===== config.mk =====
export PLATFORM = sky130hd
export DESIGN_NAME = tau_dither_pd
export DESIGN_NICKNAME = d
export VERILOG_FILES = /design/src/rtl/tdpd_pkg.sv /design/src/rtl/tdpd_delay_line.sv /design/src/rtl/tdpd_code_mux.sv /design/src/rtl/tdpd_phase_acc.sv /design/src/rtl/tau_dither_pd.sv
export SDC_FILE = /design/constraint.sdc
export NUM_CORES = 1
export LEC_CHECK = 0
export CELL_PAD_IN_SITES_DETAIL_PLACEMENT = 1
export CELL_PAD_IN_SITES_GLOBAL_PLACEMENT = 2
export CORE_UTILIZATION = 38
export CTS_CLUSTER_DIAMETER = 120
export DETAILED_ROUTE_END_ITERATION = 12
export GPL_ROUTABILITY_DRIVEN = 1
export PLACE_DENSITY = 0.8
export SYNTH_ARGS = -nofsm -noshare
export SYNTH_HDL_FRONTEND = slang
export SYNTH_SLANG_ARGS = --single-unit

===== constraint.sdc =====
create_clock -name clk_i -period 2.4 [get_ports clk_i]
set_input_delay 0.48 -clock clk_i [delete_from_list [all_inputs] [get_ports clk_i]]
set_output_delay 0.48 -clock clk_i [all_outputs]
set_load 0.01 [all_outputs]

===== src/rtl/tdpd_pkg.sv =====
package tdpd_pkg;
  typedef enum logic {
    DIR_RETARD  = 1'b0,
    DIR_ADVANCE = 1'b1
  } dir_e;
endpackage


===== src/rtl/tdpd_delay_line.sv =====
module tdpd_delay_line #(
  parameter int unsigned DELAY_STEPS = 5
) (
  input  logic clk_i,
  input  logic rst_ni,
  input  logic chip_i,
  output logic late_o
);
  logic [DELAY_STEPS-1:0] sr_q;

  generate
    if (DELAY_STEPS == 1) begin : g_single
      always_ff @(posedge clk_i or negedge rst_ni) begin
        if (!rst_ni) sr_q <= '0;
        else         sr_q <= chip_i;
      end
    end else begin : g_multi
      always_ff @(posedge clk_i or negedge rst_ni) begin
        if (!rst_ni) sr_q <= '0;
        else         sr_q <= {sr_q[DELAY_STEPS-2:0], chip_i};
      end
    end
  endgenerate

  assign late_o = sr_q[DELAY_STEPS-1];
endmodule


===== src/rtl/tdpd_code_mux.sv =====
module tdpd_code_mux (
  input  logic clk_i,
  input  logic rst_ni,
  input  logic chip_i,
  input  logic late_i,
  input  logic sel_late_i,
  output logic code_o
);
  assign code_o = sel_late_i ? late_i : chip_i;

  // both paths agree -> output cannot depend on select
  p_paths_agree_r2: assert property (@(posedge clk_i) disable iff (!rst_ni)
    (chip_i == late_i) |-> (code_o == chip_i));
endmodule


===== src/rtl/tdpd_phase_acc.sv =====
module tdpd_phase_acc
  import tdpd_pkg::*;
#(
  parameter int unsigned WIN_LEN = 256
) (
  input  logic clk_i,
  input  logic rst_ni,
  input  logic ref_i,
  input  logic rx_i,
  output logic adv_o,
  output logic valid_o
);
  localparam int unsigned CW = (WIN_LEN > 2) ? $clog2(WIN_LEN) : 1;
  localparam int unsigned AW = $clog2(WIN_LEN + 1) + 2;
  localparam logic [CW-1:0] LAST = CW'(WIN_LEN - 1);

  logic [CW-1:0]        cnt_q;
  logic signed [AW-1:0] acc_q, sum;
  logic                 win_end;
  dir_e                 dir_q;
  logic                 valid_q;

  assign sum     = acc_q + ((rx_i ^ ref_i) ? AW'(-1) : AW'(1));
  assign win_end = (cnt_q == LAST);

  always_ff @(posedge clk_i or negedge rst_ni) begin
    if (!rst_ni) begin
      cnt_q   <= '0;
      acc_q   <= '0;
      dir_q   <= DIR_RETARD;
      valid_q <= 1'b0;
    end else begin
      valid_q <= win_end;
      if (win_end) begin
        cnt_q <= '0;
        acc_q <= '0;
        if (sum > 0)      dir_q <= DIR_ADVANCE;
        else if (sum < 0) dir_q <= DIR_RETARD;
      end else begin
        cnt_q <= cnt_q + 1'b1;
        acc_q <= sum;
      end
    end
  end

  assign adv_o   = dir_q;
  assign valid_o = valid_q;

  p_valid_single_r4: assert property (@(posedge clk_i) disable iff (!rst_ni)
    valid_o |=> !valid_o);
  p_dir_quiet_r6: assert property (@(posedge clk_i) disable iff (!rst_ni)
    !valid_o |-> $stable(adv_o));
  p_tie_hold_r6: assert property (@(posedge clk_i) disable iff (!rst_ni)
    (win_end && sum == 0) |=> $stable(adv_o));
  p_acc_bound_r3: assert property (@(posedge clk_i) disable iff (!rst_ni)
    (acc_q <= $signed({2'b00, cnt_q})) && (acc_q >= -$signed({2'b00, cnt_q})));
endmodule


===== src/rtl/tau_dither_pd.sv =====
module tau_dither_pd #(
  parameter int unsigned DELAY_STEPS = 5,
  parameter int unsigned WIN_LEN     = 256
) (
  input  logic clk_i,
  input  logic rst_ni,
  input  logic chip_i,
  input  logic dith_ref_i,
  input  logic dith_rx_i,
  output logic dith_code_o,
  output logic adv_o,
  output logic dec_valid_o
);
  logic late;

  tdpd_delay_line #(.DELAY_STEPS(DELAY_STEPS)) u_dly (
    .clk_i (clk_i),
    .rst_ni(rst_ni),
    .chip_i(chip_i),
    .late_o(late)
  );

  tdpd_code_mux u_mux (
    .clk_i     (clk_i),
    .rst_ni    (rst_ni),
    .chip_i    (chip_i),
    .late_i    (late),
    .sel_late_i(dith_ref_i),
    .code_o    (dith_code_o)
  );

  tdpd_phase_acc #(.WIN_LEN(WIN_LEN)) u_acc (
    .clk_i  (clk_i),
    .rst_ni (rst_ni),
    .ref_i  (dith_ref_i),
    .rx_i   (dith_rx_i),
    .adv_o  (adv_o),
    .valid_o(dec_valid_o)
  );

  // reset state of the decision path
  always_comb begin
    if (!rst_ni) begin
      a_reset_out_r7: assert (!dec_valid_o && !adv_o);
    end
  end
endmodule


==> flow_metrics.py, run 1 <==
metrics = {
    "run_status": {
        "status": "finished, final reports clean",
    },
    "worst_setup_path": {
        "critPathCaptureType": "register",
        "timing.rr.end": "u_acc.adv_o$_DFFE_PN0P_",
        "critical_path_peak_fanout": 4,
        "critPathKind": "input port to register",
        "rrSetupSlack_ns": 0.14,
        "arrival_ns": 2.50,
        "cp-start-kind": "input port",
        "required_ns": 2.57,
        "ff2ff_path_depth": 9,
        "r2r-start": "u_acc.acc_q[0]$_DFF_PN0_",
    },
    "finish": {
        "stdcell_count": 218,
        "fin_nets": 190,
        "drive_gt1_share_pct": 30.2,
        "area_growth_pct": 32.2,
        "fin_util_pct": 54.2,
        "diodes": 0,
    },
    "clock_network": {
        "cts_root_buffer": "clkbuf_8",
        "clock-sinks": 26,
        "ctsLongestPathBuffers": 2,
        "cts_buffers": 3,
        "insertion_delay_ns": 0.27,
        "cts_tree": "done",
        "clkTransAtPathRegs_ns": 0.10,
        "htree_levels": 1,
    },
    "synth": {
        "syn_inst": 135,
        "synth_edf_count": 0,
        "ys_seq_area_share_pct": 46.1,
        "synthTopCellsByArea": "dfrtp_1 (46%), ha_1 (9.8%), xnor2_1 (5.0%)",
        "synth_area_per_cell_sq_um": 10.4,
        "synth-seq-cells": 26,
        "synthFlopType": "dfrtp_1",
        "async_flop_share_pct": 100,
        "synth_top_area_share_pct": 46.1,
        "netlist_area_sq_mm": 0.00141,
        "synth_top_area_cell": "dfrtp_1",
        "synth_cell_type_count": 38,
        "synth_fp_nets": 152,
        "yosys_warnings": 0,
    },
    "drt": {
        "drc": 0,
        "ant_nets": 0,
        "drt_iter0_markers": 90,
        "vias": 1146,
        "wirelength_mm": 3.59,
        "drt-wirelength-per-cell_um": 16.4,
        "firstDrtPassIters": 4,
        "detail_route.vias_per_cell": 5.26,
    },
    "power_and_ir_drop": {
        "peakVddDrop_mv": 0.432,
        "powerDensity_mw_per_mm2": 1330,
        "p_leak_nw": 0.841,
    },
    "global_route": {
        "grt_antenna_before_repair": 0,
        "overflow": 0,
        "grt_pass1_wl_mm": 6.15,
        "grt_start_max_net_pins": 27,
        "grt_pass1_vias": 1306,
        "grt_usage_pct": 20.3,
    },
    "min_path": {
        "hp-start": "u_dly.sr_q[3]$_DFF_PN0_",
        "hold_depth": 0,
        "holdPathEnd": "u_dly.sr_q[4]$_DFF_PN0_",
        "min_path_type": "register to register",
    },
    "floorplan": {
        "die_w_um": 62.9,
        "die_area_sq_mm": 0.00396,
        "rows": 21,
        "fp.coreArea_sq_mm": 0.00344,
        "initial_core_util_pct": 41.0,
        "die_h_um": 62.9,
        "ioPinCount": 8,
    },
    "sta": {
        "setup_viol": 0,
        "fin_tns_setup_ns": 0,
        "fin_skew_ns": 0.00462,
        "finalCritPeriodShare_pct": 97.3,
        "slew_viol_final": 0,
        "fmax_mhz": 428,
        "period_minus_slack_ns": 2.34,
        "worstMarginPinSlew_ns": 0.358,
        "max_slew_margin_pct": 75.5,
        "finalHoldViolCount": 0,
        "worst_slack_ns": 0.0647,
    },
    "job": {
        "drv_cap": 0,
    },
    "placed_design": {
        "io_buffers": 7,
        "dpl.cell_count": 210,
        "gp_congestion": 0.863,
        "pre_cts_ws_ns": -0.679,
        "dpl.hpwl_mm": 2.63,
    },
}
critical path, cell delays in order:
cell and delay [ns]:
buf_2 0.13, xor2_4 0.22, inv_2 0.06, fa_2 0.36, and2b_4 0.27, buf_4 0.11
o22ai_1 0.08, xor2_1 0.25, and3_1 0.20, nand4_1 0.10, o31a_1 0.24
per-layer routing:
layer	GRT usage [%]	up-vias	part of all wire [%]
met5	0	-	0
met4	8.14	0	0.75
met3	3.28	2	1.3
met2	37.9	11	55
met1	22.5	585	42
li1	-	548	-
power breakdown:
part           total (mW)  internal, mW  switching [mW]
combinational        1.53         0.799           0.734
clock               0.368         0.223           0.145
sequential          0.587         0.542          0.0454
total                2.49          1.56           0.924
how the worst max path moves through the flow:
stage               start                 endpoint  slack, ns  cells after the start
2_1_floorplan   dith_rx_i  u_acc.adv_o$_DFFE_PN0P_       0.01                      9
3_3_place_gp   dith_ref_i  u_acc.adv_o$_DFFE_PN0P_      -0.63                     10
3_5_place_dp   dith_ref_i  u_acc.adv_o$_DFFE_PN0P_      -0.68                     10
4_1_cts        dith_ref_i  u_acc.adv_o$_DFFE_PN0P_      0.005                     10
5_1_grt         dith_rx_i  u_acc.adv_o$_DFFE_PN0P_      -0.04                     11
6_report        dith_rx_i  u_acc.adv_o$_DFFE_PN0P_       0.06                     11
state kept, by name (all words and copies together) (netlist names):
register	flops
u_acc.acc_q	11
u_acc.adv_o	1
u_acc.cnt_q	8
u_acc.valid_o	1
u_dly.sr_q	5
stage by stage:
stage	instance area, sq um	hold slack, ns	power, mW
final	1860	0.356	2.49
after floorplan	1430	0.184	1.38
after global routing	1860	0.375	2.69
after detailed placement	1730	0.336	1.95
after CTS	1830	0.359	2.38
after global placement	1730	0.334	1.89
synthesized netlist by cell type, types with 2 or more instances:
library cell	number
inv_1	7
nand3_1	7
a21oi_1	5
xor2_1	7
o31a_1	2
or2_2	2
buf_2	2
o211ai_1	4
dfrtp_1	26
ha_1	11
and3_1	2
nor2_1	17
o21ai_0	2
nand4_1	2
and2_1	3
xnor2_1	8
nand2_1	7
timing repair:
action,in CTS,in global routing
endpoints found under the hold margin,0,0
hold buffers,0,0
buffers inserted,3,1
setup endpoints to repair,7,2
gates resized for setup,11,5
pin swaps,3,6
placed cells by master (no fill, tap or decap), types with 2 or more instances in the layout:
cell type,n
and3_1,2
xor2_1,6
dfrtp_1,26
nand3_1,7
or2_2,2
xnor2_1,7
clkbuf_8,3
o21ai_0,2
nand2_1,7
buf_2,2
a21oi_1,4
clkdlybuf4s50_1,5
nor2_1,17
o211ai_1,4
ha_1,9
nand4_1,2
o31a_1,2
inv_1,6
buf_4,29
and2_1,3
logic make-up after synthesis:
logic type,count (synthesis),share of synthesized area (%)
and+or+nand+nor,44,15.0
DFF,26,46.1
adders and majority gates,12,11.2
AOI/OAI and AO/OA,27,14.2
muxes,1,0.799
xor gates and xnor gates,15,9.32
buffers and inverters,10,3.37
final cells by class:
cell class | instances | area (sq um)
timing repair buffer | 36 | 278
tap | 46 | 57.6
inverter | 7 | 26.3
fill | 373 | 1580
multi-input combinational | 99 | 781
clock buffer | 3 | 41.3
sequential | 26 | 651
clock inverter | 1 | 30.0
No activity file was read; power rests on OpenSTA's default activity.
==> inputs of run 2 (changes only) <==
Settings changed: GPL_TIMING_DRIVEN set to 0.
==> run 2 against run 1 <==
  * Register-to-register slack improved by 0.06 ns
  * Worst hold slack better by 0.00098 ns
  * Non-clock buffer count down 17
  * Routed wire length down 13%
  * Sequential power shrank 0.9%
  * Utilization shrank 3.1 points
  * Critical path depth is the same
==> flow_metrics.py, run 2 (synthesized netlist as in run 1, its figures left out) <==
metrics = {
    "sta": {
        "fmax_mhz": 420,
        "finalCritPeriodShare_pct": 99.3,
        "fin_skew_ns": 0.00239,
        "setup_viol": 0,
        "finalHoldViolCount": 0,
        "slew_viol_final": 0,
        "worst_slack_ns": 0.0166,
        "worstMarginPinSlew_ns": 1.15,
        "rsz0062_at_grt": "yes",
        "max_slew_margin_pct": 23.1,
        "timing.hold.ws_ns": 0.357,
        "period_minus_slack_ns": 2.38,
    },
    "finish": {
        "area_growth_pct": 24.8,
        "top_register": "u_acc.acc_q",
        "final_common_cell": "dfrtp_1",
        "drive_gt1_share_pct": 22.6,
        "fillCellCount": 367,
        "fin_nets": 173,
        "multi_input_area_sq_um": 774,
        "reg_top3": "u_acc.acc_q x11, u_acc.cnt_q x8, u_dly.sr_q x5",
        "largest_reg_flops": 11,
        "layout_common_cells": "dfrtp_1 (26), nor2_1 (16), buf_4 (9)",
        "seqCellArea_sq_um": 651,
        "diodes": 0,
    },
    "placed_design": {
        "pre_cts_ws_ns": -0.813,
        "gp_congestion": 0.694,
        "io_buffers": 7,
        "dpl.hpwl_mm": 2.20,
    },
    "worst_setup_path": {
        "cp-start-kind": "input port",
        "arrival_ns": 2.54,
        "required_ns": 2.56,
        "critPathCaptureType": "register",
        "critical_path_peak_fanout": 8,
        "critPathKind": "input port to register",
    },
    "floorplan": {
        "initial_core_util_pct": 41.0,
        "ioPinCount": 8,
        "die_h_um": 62.9,
        "die_area_sq_mm": 0.00396,
        "rows": 21,
        "die_w_um": 62.9,
        "fp.coreArea_sq_mm": 0.00344,
    },
    "drt": {
        "ant_nets": 0,
        "drt-wirelength-per-cell_um": 15.6,
        "drt_iter0_markers": 28,
        "firstDrtPassIters": 4,
        "detail_route.vias_per_cell": 5.26,
        "vias": 1057,
        "drc": 0,
        "wirelength_mm": 3.14,
    },
    "clock_network": {
        "ctsLongestPathBuffers": 2,
        "cts_tree": "done",
        "htree_levels": 1,
        "insertion_delay_ns": 0.27,
        "cts_root_buffer": "clkbuf_8",
        "cts_buffers": 3,
        "clkTransAtPathRegs_ns": 0.09,
        "clock-sinks": 26,
    },
    "min_path": {
        "min_path_type": "register to register",
    },
    "power_and_ir_drop": {
        "p_clk_share_pct": 15.5,
        "p_int_mw": 1.45,
        "peakVddDrop_mv": 0.494,
        "switching_share_pct": 37.5,
        "p_leak_nw": 0.766,
        "p_sw_uw": 871,
        "pwr-share-comb_pct": 59.5,
        "powerDensity_mw_per_mm2": 1320,
        "pwr-share-seq_pct": 25.0,
    },
    "global_route": {
        "grt_pass1_vias": 1181,
        "grt_antenna_before_repair": 0,
        "grt_start_max_net_pins": 27,
        "grt_usage_pct": 18.5,
        "overflow": 0,
        "grt_pass1_wl_mm": 5.62,
    },
    "run_status": {
        "status": "finished, final reports clean",
    },
    "job": {
        "drv_cap": 0,
    },
}
run 2: layout make-up:
cell class | instances | area share [%]
multi-input combinational | 99 | 44.0
sequential | 26 | 37.0
timing repair buffer | 16 | 8.96
tap | 46 | 3.27
clock buffer | 3 | 2.35
clock inverter | 1 | 1.71
inverter | 7 | 1.49
buffer | 3 | 1.21
run 2: metrics by stage:
step / instance area [sq um] / total power [mW] / TNS (ns) / util [%] / instances
floorplan: 1430 / 1.38 / 0 / - / 135
global placement: 1560 / 1.56 / -4.35 / 45.3 / 188
detailed placement: 1560 / 1.61 / -4.65 / 45.3 / 188
CTS: 1720 / 2.19 / 0 / 50.1 / 199
global route: 1760 / 2.50 / -0.109 / 51.1 / 201
finish: 1760 / 2.32 / 0 / 51.1 / 201
run 2: repair_timing:
action,4_1_cts,5_1_grt
buffers inserted,7,2
gates resized for setup,13,5
hold buffers,0,0
pin swaps,11,7
endpoints found under the hold margin,0,0
endpoints found under the setup margin,7,3
run 2: power groups by stage:
stage | clock (mW) | sequential, mW | combinational, mW
after floorplan | 0 | 0.575 | 0.802
final | 0.360 | 0.582 | 1.38
after detailed placement | 0 | 0.587 | 1.02
after global placement | 0 | 0.579 | 0.978
after global routing | 0.387 | 0.593 | 1.52
after CTS | 0.370 | 0.583 | 1.24
run 2: critical path: stages:
cell	delay, ns
buf_4	0.13
xor2_4	0.18
buf_12	0.14
ha_1	0.28
buf_6	0.12
nand3_1	0.07
o211ai_1	0.29
o21a_1	0.23
a41oi_2	0.13
xnor2_1	0.17
o31a_1	0.30
run 2: path summary, 6_finish.rpt:
| kind | from | end | slack [ns] | cells past startpoint |
|---|---|---|---|---|
| worst min-delay path | u_dly.sr_q[3]$_DFF_PN0_ | u_dly.sr_q[4]$_DFF_PN0_ | 0.36 | 0 |
| worst max register to register | u_acc.acc_q[0]$_DFF_PN0_ | u_acc.adv_o$_DFFE_PN0P_ | 0.20 | 8 |
| worst max-delay path | dith_rx_i | u_acc.adv_o$_DFFE_PN0P_ | 0.02 | 11 |
| worst min register to register | u_dly.sr_q[3]$_DFF_PN0_ | u_dly.sr_q[4]$_DFF_PN0_ | 0.36 | 0 |
| min in group asynchronous | rst_ni | u_acc.acc_q[2]$_DFF_PN0_ | 0.82 | 1 |
| max in group asynchronous | rst_ni | u_acc.cnt_q[1]$_DFF_PN0_ | 0.90 | 1 |
run 2: per-layer routing:
| metal | part of all wire [%] | up-vias | GRT usage, % |
|---|---|---|---|
| met5 | 0 | - | 0 |
| met4 | 2.2 | 0 | 8.43 |
| met3 | 1.2 | 6 | 2.37 |
| met2 | 52 | 7 | 31.6 |
| met1 | 44 | 534 | 23.1 |
| li1 | - | 510 | - |
==> inputs of run 3 (changes only) <==
Settings changed: GPL_TIMING_DRIVEN 0 to not set.
==> results of run 3 <==
Final layout, timing and power as in run 1 (identical DEF).
